### config.mk
export PLATFORM = sky130hd
export DESIGN_NAME = baud_sample_gen
export DESIGN_NICKNAME = d
export VERILOG_FILES = /design/src/rtl/bsg_pkg.sv /design/src/rtl/bsg_regfile.sv /design/src/rtl/bsg_prescaler.sv /design/src/rtl/bsg_oversampler.sv /design/src/rtl/baud_sample_gen.sv
export SDC_FILE = /design/constraint.sdc
export NUM_CORES = 1
export LEC_CHECK = 0
export ABC_AREA = 1
export BUFFER_PORTS_ARGS = -buffer_cell sky130_fd_sc_hd__buf_2
export CAP_MARGIN = 20
export CORE_MARGIN = 5
export CORE_UTILIZATION = 50
export DETAILED_ROUTE_END_ITERATION = 6
export PLACE_DENSITY = 0.79
export SETUP_SLACK_MARGIN = 0.05
export SYNTH_ARGS = -nofsm -noshare
export SYNTH_HDL_FRONTEND = slang
export SYNTH_SLANG_ARGS = --single-unit
### constraint.sdc
create_clock -name clk -period 4.32 [get_ports clk]
set_clock_uncertainty 0.15 [all_clocks]
set_input_delay 0.648 -clock clk [delete_from_list [all_inputs] [get_ports clk]]
set_output_delay 0.648 -clock clk [all_outputs]
set_load 0.02 [all_outputs]
### src/rtl/bsg_pkg.sv
package bsg_pkg;
  localparam int DIV_W  = 16;
  localparam int CNT_W  = 8;
  localparam int ADDR_W = 4;

  localparam logic [ADDR_W-1:0] A_DLO  = 4'd0;
  localparam logic [ADDR_W-1:0] A_DHI  = 4'd1;
  localparam logic [ADDR_W-1:0] A_LCTL = 4'd3;
  localparam logic [ADDR_W-1:0] A_MODE = 4'd9;
  localparam logic [ADDR_W-1:0] A_SCNT = 4'd10;
  localparam logic [ADDR_W-1:0] A_SPT  = 4'd11;

  typedef enum logic [1:0] {
    SPD_X16  = 2'd0,
    SPD_RSVD = 2'd1,
    SPD_X4   = 2'd2,
    SPD_PROG = 2'd3
  } speed_e;

  // a zero divisor is replaced by one
  function automatic logic [DIV_W-1:0] eff_div(input logic [DIV_W-1:0] d);
    return (d == '0) ? DIV_W'(1) : d;
  endfunction

  // index of the last slot in a bit
  function automatic logic [CNT_W-1:0] last_slot(input speed_e m,
                                                 input logic [CNT_W-1:0] scnt);
    case (m)
      SPD_X4:   return CNT_W'(3);
      SPD_PROG: return scnt;
      default:  return CNT_W'(15);
    endcase
  endfunction

  // slot flagged as the data sample
  function automatic logic [CNT_W-1:0] samp_slot(input speed_e m,
                                                 input logic [CNT_W-1:0] spt);
    case (m)
      SPD_X4:   return CNT_W'(1);
      SPD_PROG: return spt;
      default:  return CNT_W'(7);
    endcase
  endfunction
endpackage

### src/rtl/bsg_regfile.sv
module bsg_regfile
  import bsg_pkg::*;
#(
  parameter int DW = DIV_W,
  parameter int CW = CNT_W
) (
  input  logic              clk,
  input  logic              rst_n,
  input  logic              wr_en,
  input  logic [ADDR_W-1:0] addr,
  input  logic [7:0]        wdata,
  output logic [7:0]        rdata,
  output logic [DW-1:0]     div_q,
  output speed_e            mode_q,
  output logic [CW-1:0]     scnt_q,
  output logic [CW-1:0]     spt_q,
  output logic              div_wr,
  output logic              mode_wr
);
  localparam int HI_W = DW - 8;

  logic [7:0] lctl_q, data_q, ien_q;
  logic       latch_open;

  assign latch_open = lctl_q[7];
  assign div_wr  = wr_en && latch_open && (addr == A_DLO || addr == A_DHI);
  assign mode_wr = wr_en && (addr == A_MODE);

  always_ff @(posedge clk or negedge rst_n) begin
    if (!rst_n) begin
      div_q  <= DW'(1);
      lctl_q <= 8'h00;
      mode_q <= SPD_X16;
      scnt_q <= CW'(15);
      spt_q  <= CW'(7);
      data_q <= 8'h00;
      ien_q  <= 8'h00;
    end else if (wr_en) begin
      case (addr)
        A_DLO:  if (latch_open) div_q[7:0] <= wdata;
                else            data_q     <= wdata;
        A_DHI:  if (latch_open) div_q[DW-1:8] <= wdata[HI_W-1:0];
                else            ien_q         <= wdata;
        A_LCTL: lctl_q <= wdata;
        A_MODE: mode_q <= speed_e'(wdata[1:0]);
        A_SCNT: scnt_q <= wdata[CW-1:0];
        A_SPT:  spt_q  <= wdata[CW-1:0];
        default: ;
      endcase
    end
  end

  always_comb begin
    case (addr)
      A_DLO:  rdata = latch_open ? div_q[7:0] : data_q;
      A_DHI:  rdata = latch_open ? 8'(div_q[DW-1:8]) : ien_q;
      A_LCTL: rdata = lctl_q;
      A_MODE: rdata = {6'b0, mode_q};
      A_SCNT: rdata = 8'(scnt_q);
      A_SPT:  rdata = 8'(spt_q);
      default: rdata = 8'h00;
    endcase
  end

  // closed latch keeps the divisor untouched
  p_div_closed_r2: assert property (@(posedge clk) disable iff (!rst_n)
    (wr_en && !latch_open && (addr == A_DLO || addr == A_DHI)) |=> $stable(div_q));
endmodule

### src/rtl/bsg_prescaler.sv
module bsg_prescaler
  import bsg_pkg::*;
#(
  parameter int DW = DIV_W
) (
  input  logic          clk,
  input  logic          rst_n,
  input  logic          restart,
  input  logic [DW-1:0] div,
  output logic          pre_wrap
);
  logic [DW-1:0] pre_cnt;
  logic [DW-1:0] limit;

  assign limit    = eff_div(div) - DW'(1);
  assign pre_wrap = (pre_cnt == limit);

  always_ff @(posedge clk or negedge rst_n) begin
    if (!rst_n)         pre_cnt <= '0;
    else if (restart)   pre_cnt <= '0;
    else if (pre_wrap)  pre_cnt <= '0;
    else                pre_cnt <= pre_cnt + DW'(1);
  end

  // count never passes the effective divisor
  p_pre_bound_r6: assert property (@(posedge clk) disable iff (!rst_n)
    pre_cnt <= limit);
  // restart leaves the prescaler at zero
  p_pre_restart_r7: assert property (@(posedge clk) disable iff (!rst_n)
    restart |=> pre_cnt == '0);
endmodule

### src/rtl/bsg_oversampler.sv
module bsg_oversampler
  import bsg_pkg::*;
#(
  parameter int CW = CNT_W
) (
  input  logic          clk,
  input  logic          rst_n,
  input  logic          restart,
  input  logic          pre_wrap,
  input  speed_e        mode,
  input  logic [CW-1:0] scnt,
  input  logic [CW-1:0] spt,
  output logic          bit_tick,
  output logic          samp_strobe,
  output logic [CW-1:0] samp_idx
);
  logic [CW-1:0] last, pick;
  logic          at_last;

  assign last        = last_slot(mode, scnt);
  assign pick        = samp_slot(mode, spt);
  assign at_last     = (samp_idx >= last);
  assign bit_tick    = pre_wrap && at_last;
  assign samp_strobe = pre_wrap && (samp_idx == pick);

  always_ff @(posedge clk or negedge rst_n) begin
    if (!rst_n)        samp_idx <= '0;
    else if (restart)  samp_idx <= '0;
    else if (pre_wrap) samp_idx <= at_last ? '0 : samp_idx + CW'(1);
  end

  // end of bit returns the index to zero
  p_tick_wraps_r9: assert property (@(posedge clk) disable iff (!rst_n)
    bit_tick |=> samp_idx == '0);
  // mid-bit slot completion steps the index by one
  p_idx_step_r9: assert property (@(posedge clk) disable iff (!rst_n)
    (pre_wrap && !bit_tick && !restart) |=> samp_idx == $past(samp_idx) + CW'(1));
  // index holds while the prescaler is mid-slot
  p_idx_hold_r9: assert property (@(posedge clk) disable iff (!rst_n)
    (!pre_wrap && !restart) |=> $stable(samp_idx));
  // restart from a start edge clears the index
  p_idx_restart_r8: assert property (@(posedge clk) disable iff (!rst_n)
    restart |=> samp_idx == '0);
endmodule

### src/rtl/baud_sample_gen.sv
module baud_sample_gen
  import bsg_pkg::*;
#(
  parameter int DW = DIV_W,
  parameter int CW = CNT_W
) (
  input  logic              clk,
  input  logic              rst_n,
  input  logic              wr_en,
  input  logic [ADDR_W-1:0] addr,
  input  logic [7:0]        wdata,
  output logic [7:0]        rdata,
  input  logic              rx_start,
  output logic              bit_tick,
  output logic              samp_strobe,
  output logic [CW-1:0]     samp_idx
);
  logic [DW-1:0] div_q;
  speed_e        mode_q;
  logic [CW-1:0] scnt_q, spt_q;
  logic          div_wr, mode_wr, restart, pre_wrap;

  assign restart = div_wr || mode_wr || rx_start;

  bsg_regfile #(.DW(DW), .CW(CW)) u_regs (
    .clk(clk), .rst_n(rst_n), .wr_en(wr_en), .addr(addr), .wdata(wdata),
    .rdata(rdata), .div_q(div_q), .mode_q(mode_q), .scnt_q(scnt_q),
    .spt_q(spt_q), .div_wr(div_wr), .mode_wr(mode_wr)
  );

  bsg_prescaler #(.DW(DW)) u_pre (
    .clk(clk), .rst_n(rst_n), .restart(restart), .div(div_q),
    .pre_wrap(pre_wrap)
  );

  bsg_oversampler #(.CW(CW)) u_ovs (
    .clk(clk), .rst_n(rst_n), .restart(restart), .pre_wrap(pre_wrap),
    .mode(mode_q), .scnt(scnt_q), .spt(spt_q), .bit_tick(bit_tick),
    .samp_strobe(samp_strobe), .samp_idx(samp_idx)
  );

  // strobe and tick only at slot boundaries
  p_pulse_on_slot_r3: assert property (@(posedge clk) disable iff (!rst_n)
    (bit_tick || samp_strobe) |-> pre_wrap);
endmodule

* Word-level counts from Yosys, hierarchy flattened *
Cells that the tools add are included.

storage, ports and cells
  flip-flop bits (word level) = 82
  input port bits = 16
  output and inout port bits = 18
  word-level logic and storage cells = 54

operators by class
  bitwise logic cells = 1
  add/sub/neg operators = 3
  order comparisons = 1
  equal/unequal tests = 9
  reductions and logical operators = 19
  muxes and demuxes = 11

operator list
  kind                     number
  $mux W16                 3
  $pmux W8 S6              1
  $mux W8                  5
  $pmux W8 S2              2
  $add A16 B1 Y16 const B  1
  $eq A16 B16 Y1           1
  $logic_not A16 Y1        1
  $sub A16 B1 Y16 const B  1
  $eq A4 B4 Y1 const B     3
  $reduce_and A3 Y1        4
  $add A8 B1 Y8 const B    1
  $eq A8 B8 Y1             1
  $ge A8 B8 Y1             1
  $reduce_and A2 Y1        4
  $logic_and A1 B1 Y1      5
  $eq A2 B2 Y1 const B     2
  $eq A4 B1 Y1 const B     1
  $eq A4 B2 Y1 const B     1
  $logic_not A4 Y1         1
  $logic_or A1 B1 Y1       3
  $reduce_bool A2 Y1       1
  $not A1 Y1               1

* Longest topological paths before layout *
  word-level depth = 6
  depth in mapped cells = 23

* Cells and area by module *
A second synthesis with hierarchy kept.

unflattened totals
  cell total of the unflattened synthesis = 759
  area, all modules = 5395.2 µm²

modules (own cells, without submodules)
  module           cells each  area an instance (µm²)  instances
  bsg_regfile      371         3005.4                  1
  bsg_prescaler    242         1475.2                  1
  bsg_oversampler  143         903.4                   1
  baud_sample_gen  3           11.3                    1

* Worst setup path before layout *
OpenSTA, ideal clock, no wires.

  path kind = reg2out
  from = register u_regs.div_q[4]
  to = output bit_tick
  path slack = 899 ps
  arrival time = 2623 ps
  data required time = 3522 ps
  path buffers = 2
  cell stages (with the launch flop) = 19
  cell sequence = dfrtp_1 > nor2_2 > nand2_2 > nor2_4 > nand2_2 > buf_6 > nand2_1 > inv_1 > ha_1 > nand2_2 > xor2_1 > or2_2 > nand2_1 > nor2_1 > nand3_1 > nor2_4 > nand2_4 > buf_6 > nor2_1

between the ends
  cells in the longest elaborated chain, start to end = 5

RTL lines
  item                               RTL line               source
  from (decl)                        bsg_regfile.sv:13      output logic [DW-1:0] div_q,
  from (signal assigned)             bsg_regfile.sv:40      A_DLO: if (latch_open) div_q[7:0] <= wdata;
  from (signal, indexed assignment)  bsg_regfile.sv:42      A_DHI: if (latch_open) div_q[DW-1:8] <= wdata[HI_W-1:0];
  $logic_not A16 Y1                  bsg_pkg.sv:22          return (d == '0) ? DIV_W'(1) : d;
  $mux W16 (*)                       bsg_pkg.sv:22
  $sub A16 B1 Y16 (*)                bsg_prescaler.sv:15    assign limit = eff_div(div) - DW'(1);
  $eq A16 B16 Y1 (*)                 bsg_prescaler.sv:16    assign pre_wrap = (pre_cnt == limit);
  $logic_and A1 B1 Y1 (*)            bsg_oversampler.sv:23  assign bit_tick = pre_wrap && at_last;
  to (decl)                          baud_sample_gen.sv:14  output logic bit_tick,

Mark *: on every way between the ends. The rest lies on a longest branch, timed or not.

* Final worst setup path *
  from = register u_regs.div_q[0]
  to = output bit_tick

Same word-level chain as after synthesis.

==> impl_metrics.py <==
metrics = {
    "status": {
        "status": "completed",
    },
    "worst_setup_path": {
        "worstSetupPathType": "reg2out",
        "cp.required_ns": 3.52,
        "cp_max_fo": 12,
        "r2r-start": "u_regs.div_q[0]",
        "start_kind": "flip-flop",
        "cp-startpoint": "u_regs.div_q[0]",
        "critPathArrivalTime_ns": 3.17,
        "cp-end-kind": "primary output",
    },
    "synthesis": {
        "synth.cell_area_sq_um": 4880,
        "synthCells": 649,
        "avgSynthCellArea_sq_um": 7.52,
        "synth_edf_count": 0,
        "synthFlopType": "dfrtp_1",
        "synth-seq-cells": 82,
        "syn_nets": 676,
        "ys_types": 33,
        "synth-async-reset-ratio": 1.00,
        "yosysWarningCount": 0,
        "seq_area_frac_synth": 0.423,
    },
    "job": {
        "max_cap_viol_count": 0,
    },
    "clocking": {
        "cts_tree": "built",
        "insertion_delay_ns": 0.37,
        "root_buffer": "clkbuf_8",
        "cts_max_level": 3,
        "path_clk_slew_ns": 0.10,
        "clock_sinks": 82,
        "numCtsBuffers": 9,
        "clockBufferDepth": 2,
    },
    "global_route": {
        "antenna_found_initial": 0,
        "grt_max_degree": 83,
        "busiest_layer": "met2",
        "grtUsageMet1": 0.304,
        "first_global_vias": 4088,
        "grt.total_usage": 0.221,
        "grt_util_met3": 0.0284,
        "overflow": 0,
        "grt_use_met2": 0.359,
        "grt_pass1_wl_um": 20300,
    },
    "sta": {
        "hold_viol_final": 0,
        "grt_setup_unrepaired": "false",
        "max-slew-margin-rel": 0.576,
        "setup_viol": 0,
        "tns_ns": 0,
        "finalCritPeriodShare": 0.918,
        "hold_slack_ns": 0.347,
        "clock.fmax_ghz": 0.252,
        "setup_ws_ns": 0.353,
        "maxSlewViolCount": 0,
        "layout_min_cycle_time_ns": 3.97,
        "worst_pin_slew_ns": 0.636,
    },
    "drt": {
        "drt_iter0_markers": 299,
        "finalWirelength_um": 12400,
        "via_count": 4397,
        "drc": 0,
        "drt-vias-per-instance": 5.36,
        "routedWlPerCell_um": 15.1,
        "drt_pass1_iterations": 5,
        "ant_nets": 0,
    },
    "floorplanning": {
        "die_h_um": 109,
        "fp.dieArea_sq_um": 11800,
        "rows": 36,
        "die_width_um": 109,
        "core_sq_um": 9640,
        "ios": 34,
        "initial_core_util": 0.506,
    },
    "pwr": {
        "p_switching_uw": 906,
        "p_int_mw": 1.44,
        "powerDensity_nw_per_um2": 434,
        "leakage_nw": 2.61,
        "combPwrFrac": 0.309,
        "pwr-share-seq": 0.432,
        "clock_power_share": 0.258,
        "ir_worst_vdd_v": 0.000266,
        "p_total_mw": 2.34,
        "switching_share": 0.386,
    },
    "cells_and_area": {
        "nFillCells": 899,
        "nets": 709,
        "multi_input_area_sq_um": 2480,
        "antenna_cells": 0,
        "seq_area_sq_um": 2060,
        "area_growth_pct": 10.6,
        "final_common_cell": "nand2_1",
        "most-common-layout-cells": "188 x nand2_1, 80 x o21ai_0, 73 x dfrtp_1",
        "drive_gt1_frac": 0.132,
    },
    "placed_design": {
        "dp_hpwl_um": 8960,
        "portBuffers": 33,
        "dpl_worst_slack_ns": 0.709,
        "gp_congestion": 0.915,
    },
    "worst_hold_path": {
        "min_path_type": "reg2reg",
        "hp-start": "u_regs.ien_q[6]",
    },
}
cells by family (layout without fill, tap and decap cells):
group,after synthesis,count (layout),share of synthesized area
simple gates,336,336,0.306
compound gates,107,107,0.121
buf+inv,84,122,0.0710
flops,82,82,0.423
xor+xnor,29,29,0.0521
fa+ha+maj,11,11,0.0282
final cells by class:
cell class | count | area share
timing repair buffer | 37 | 0.0408
clock inverter | 6 | 0.0134
sequential | 82 | 0.382
inverter | 69 | 0.0480
multi-input combinational | 483 | 0.459
clock buffer | 10 | 0.0255
tap | 133 | 0.0308
final timing paths:
check                      slack [ns]  depth (start not counted)          endpoint
max in group asynchronous        2.88                          3   u_regs.div_q[0]
min                              0.35                          2   u_regs.ien_q[6]
max reg2reg                      1.24                         16  u_pre.pre_cnt[0]
max                              0.35                         16          bit_tick
min in group asynchronous        0.49                          2  u_regs.lctl_q[1]
min reg2reg                      0.35                          2   u_regs.ien_q[6]
worst max-delay path: stages, from the launching register on:
cell and delay, ns:
dfstp_2 0.57, nor2_4 0.05, nand2_1 0.06, nor2_1 0.05, nand2_2 0.19, nand2_1 0.11
inv_1 0.07, ha_1 0.24, nand2_2 0.12, nor2_2 0.17, nand4_1 0.15, o21ai_0 0.17
nand3_1 0.14, nor2_4 0.27, nand2_4 0.16, nor2_1 0.13, buf_2 0.18
Yosys cell counts (7+ instances only):
cell type / count / area share
nand2_1: 188 / 0.14
o21ai_0: 80 / 0.082
dfrtp_1: 74 / 0.38
inv_1: 67 / 0.052
nor2_1: 51 / 0.039
nand3_1: 40 / 0.041
xor2_1: 22 / 0.039
nand4_1: 20 / 0.026
nor2_2: 13 / 0.017
a21oi_1: 12 / 0.012
clkbuf_1: 12 / 0.0092
ha_1: 11 / 0.028
dfstp_2: 8 / 0.043
a221oi_1: 7 / 0.013
xnor2_1: 7 / 0.013
state kept, by name, summed over array words and instances (netlist names):
signal	count
u_regs.lctl_q	8
u_regs.mode_q	2
u_regs.div_q	16
u_regs.spt_q	8
u_regs.ien_q	8
u_regs.data_q	8
u_ovs.samp_idx	8
u_pre.pre_cnt	16
u_regs.scnt_q	8
power groups by stage:
stage                     sequential [mW]  clock (mW)  combinational [mW]
after global placement               1.01           0               0.691
final                                1.01       0.606               0.725
after CTS                            1.00       0.610               0.720
after floorplan                     0.977           0               0.572
after global routing                 1.03       0.635               0.833
after detailed placement             1.02           0               0.716
timing repair:
| item | 4_1_cts | 5_1_grt |
|---|---|---|
| endpoints found under the setup margin | 0 | 2 |
| resized for setup | 0 | 3 |
| endpoints found under the hold margin | 0 | 5 |
| hold buffers | 0 | 1 |
| setup buffers | 0 | 1 |
layer usage:
metal,wire (um),vias up,share of wire
li1,-,2185,-
met1,5610,2038,0.45
met2,5820,156,0.47
met3,711,18,0.058
met4,227,0,0.018
met5,0,-,0
stage by stage:
stage / cell area, sq um / cells / utilization
CTS: 5340 / 817 / 0.554
global placement: 5130 / 801 / 0.533
finish: 5400 / 820 / 0.560
detailed placement: 5130 / 801 / 0.533
floorplan: 4880 / 649 / -
global route: 5400 / 820 / 0.560
Power figures use the tool's default switching activity.
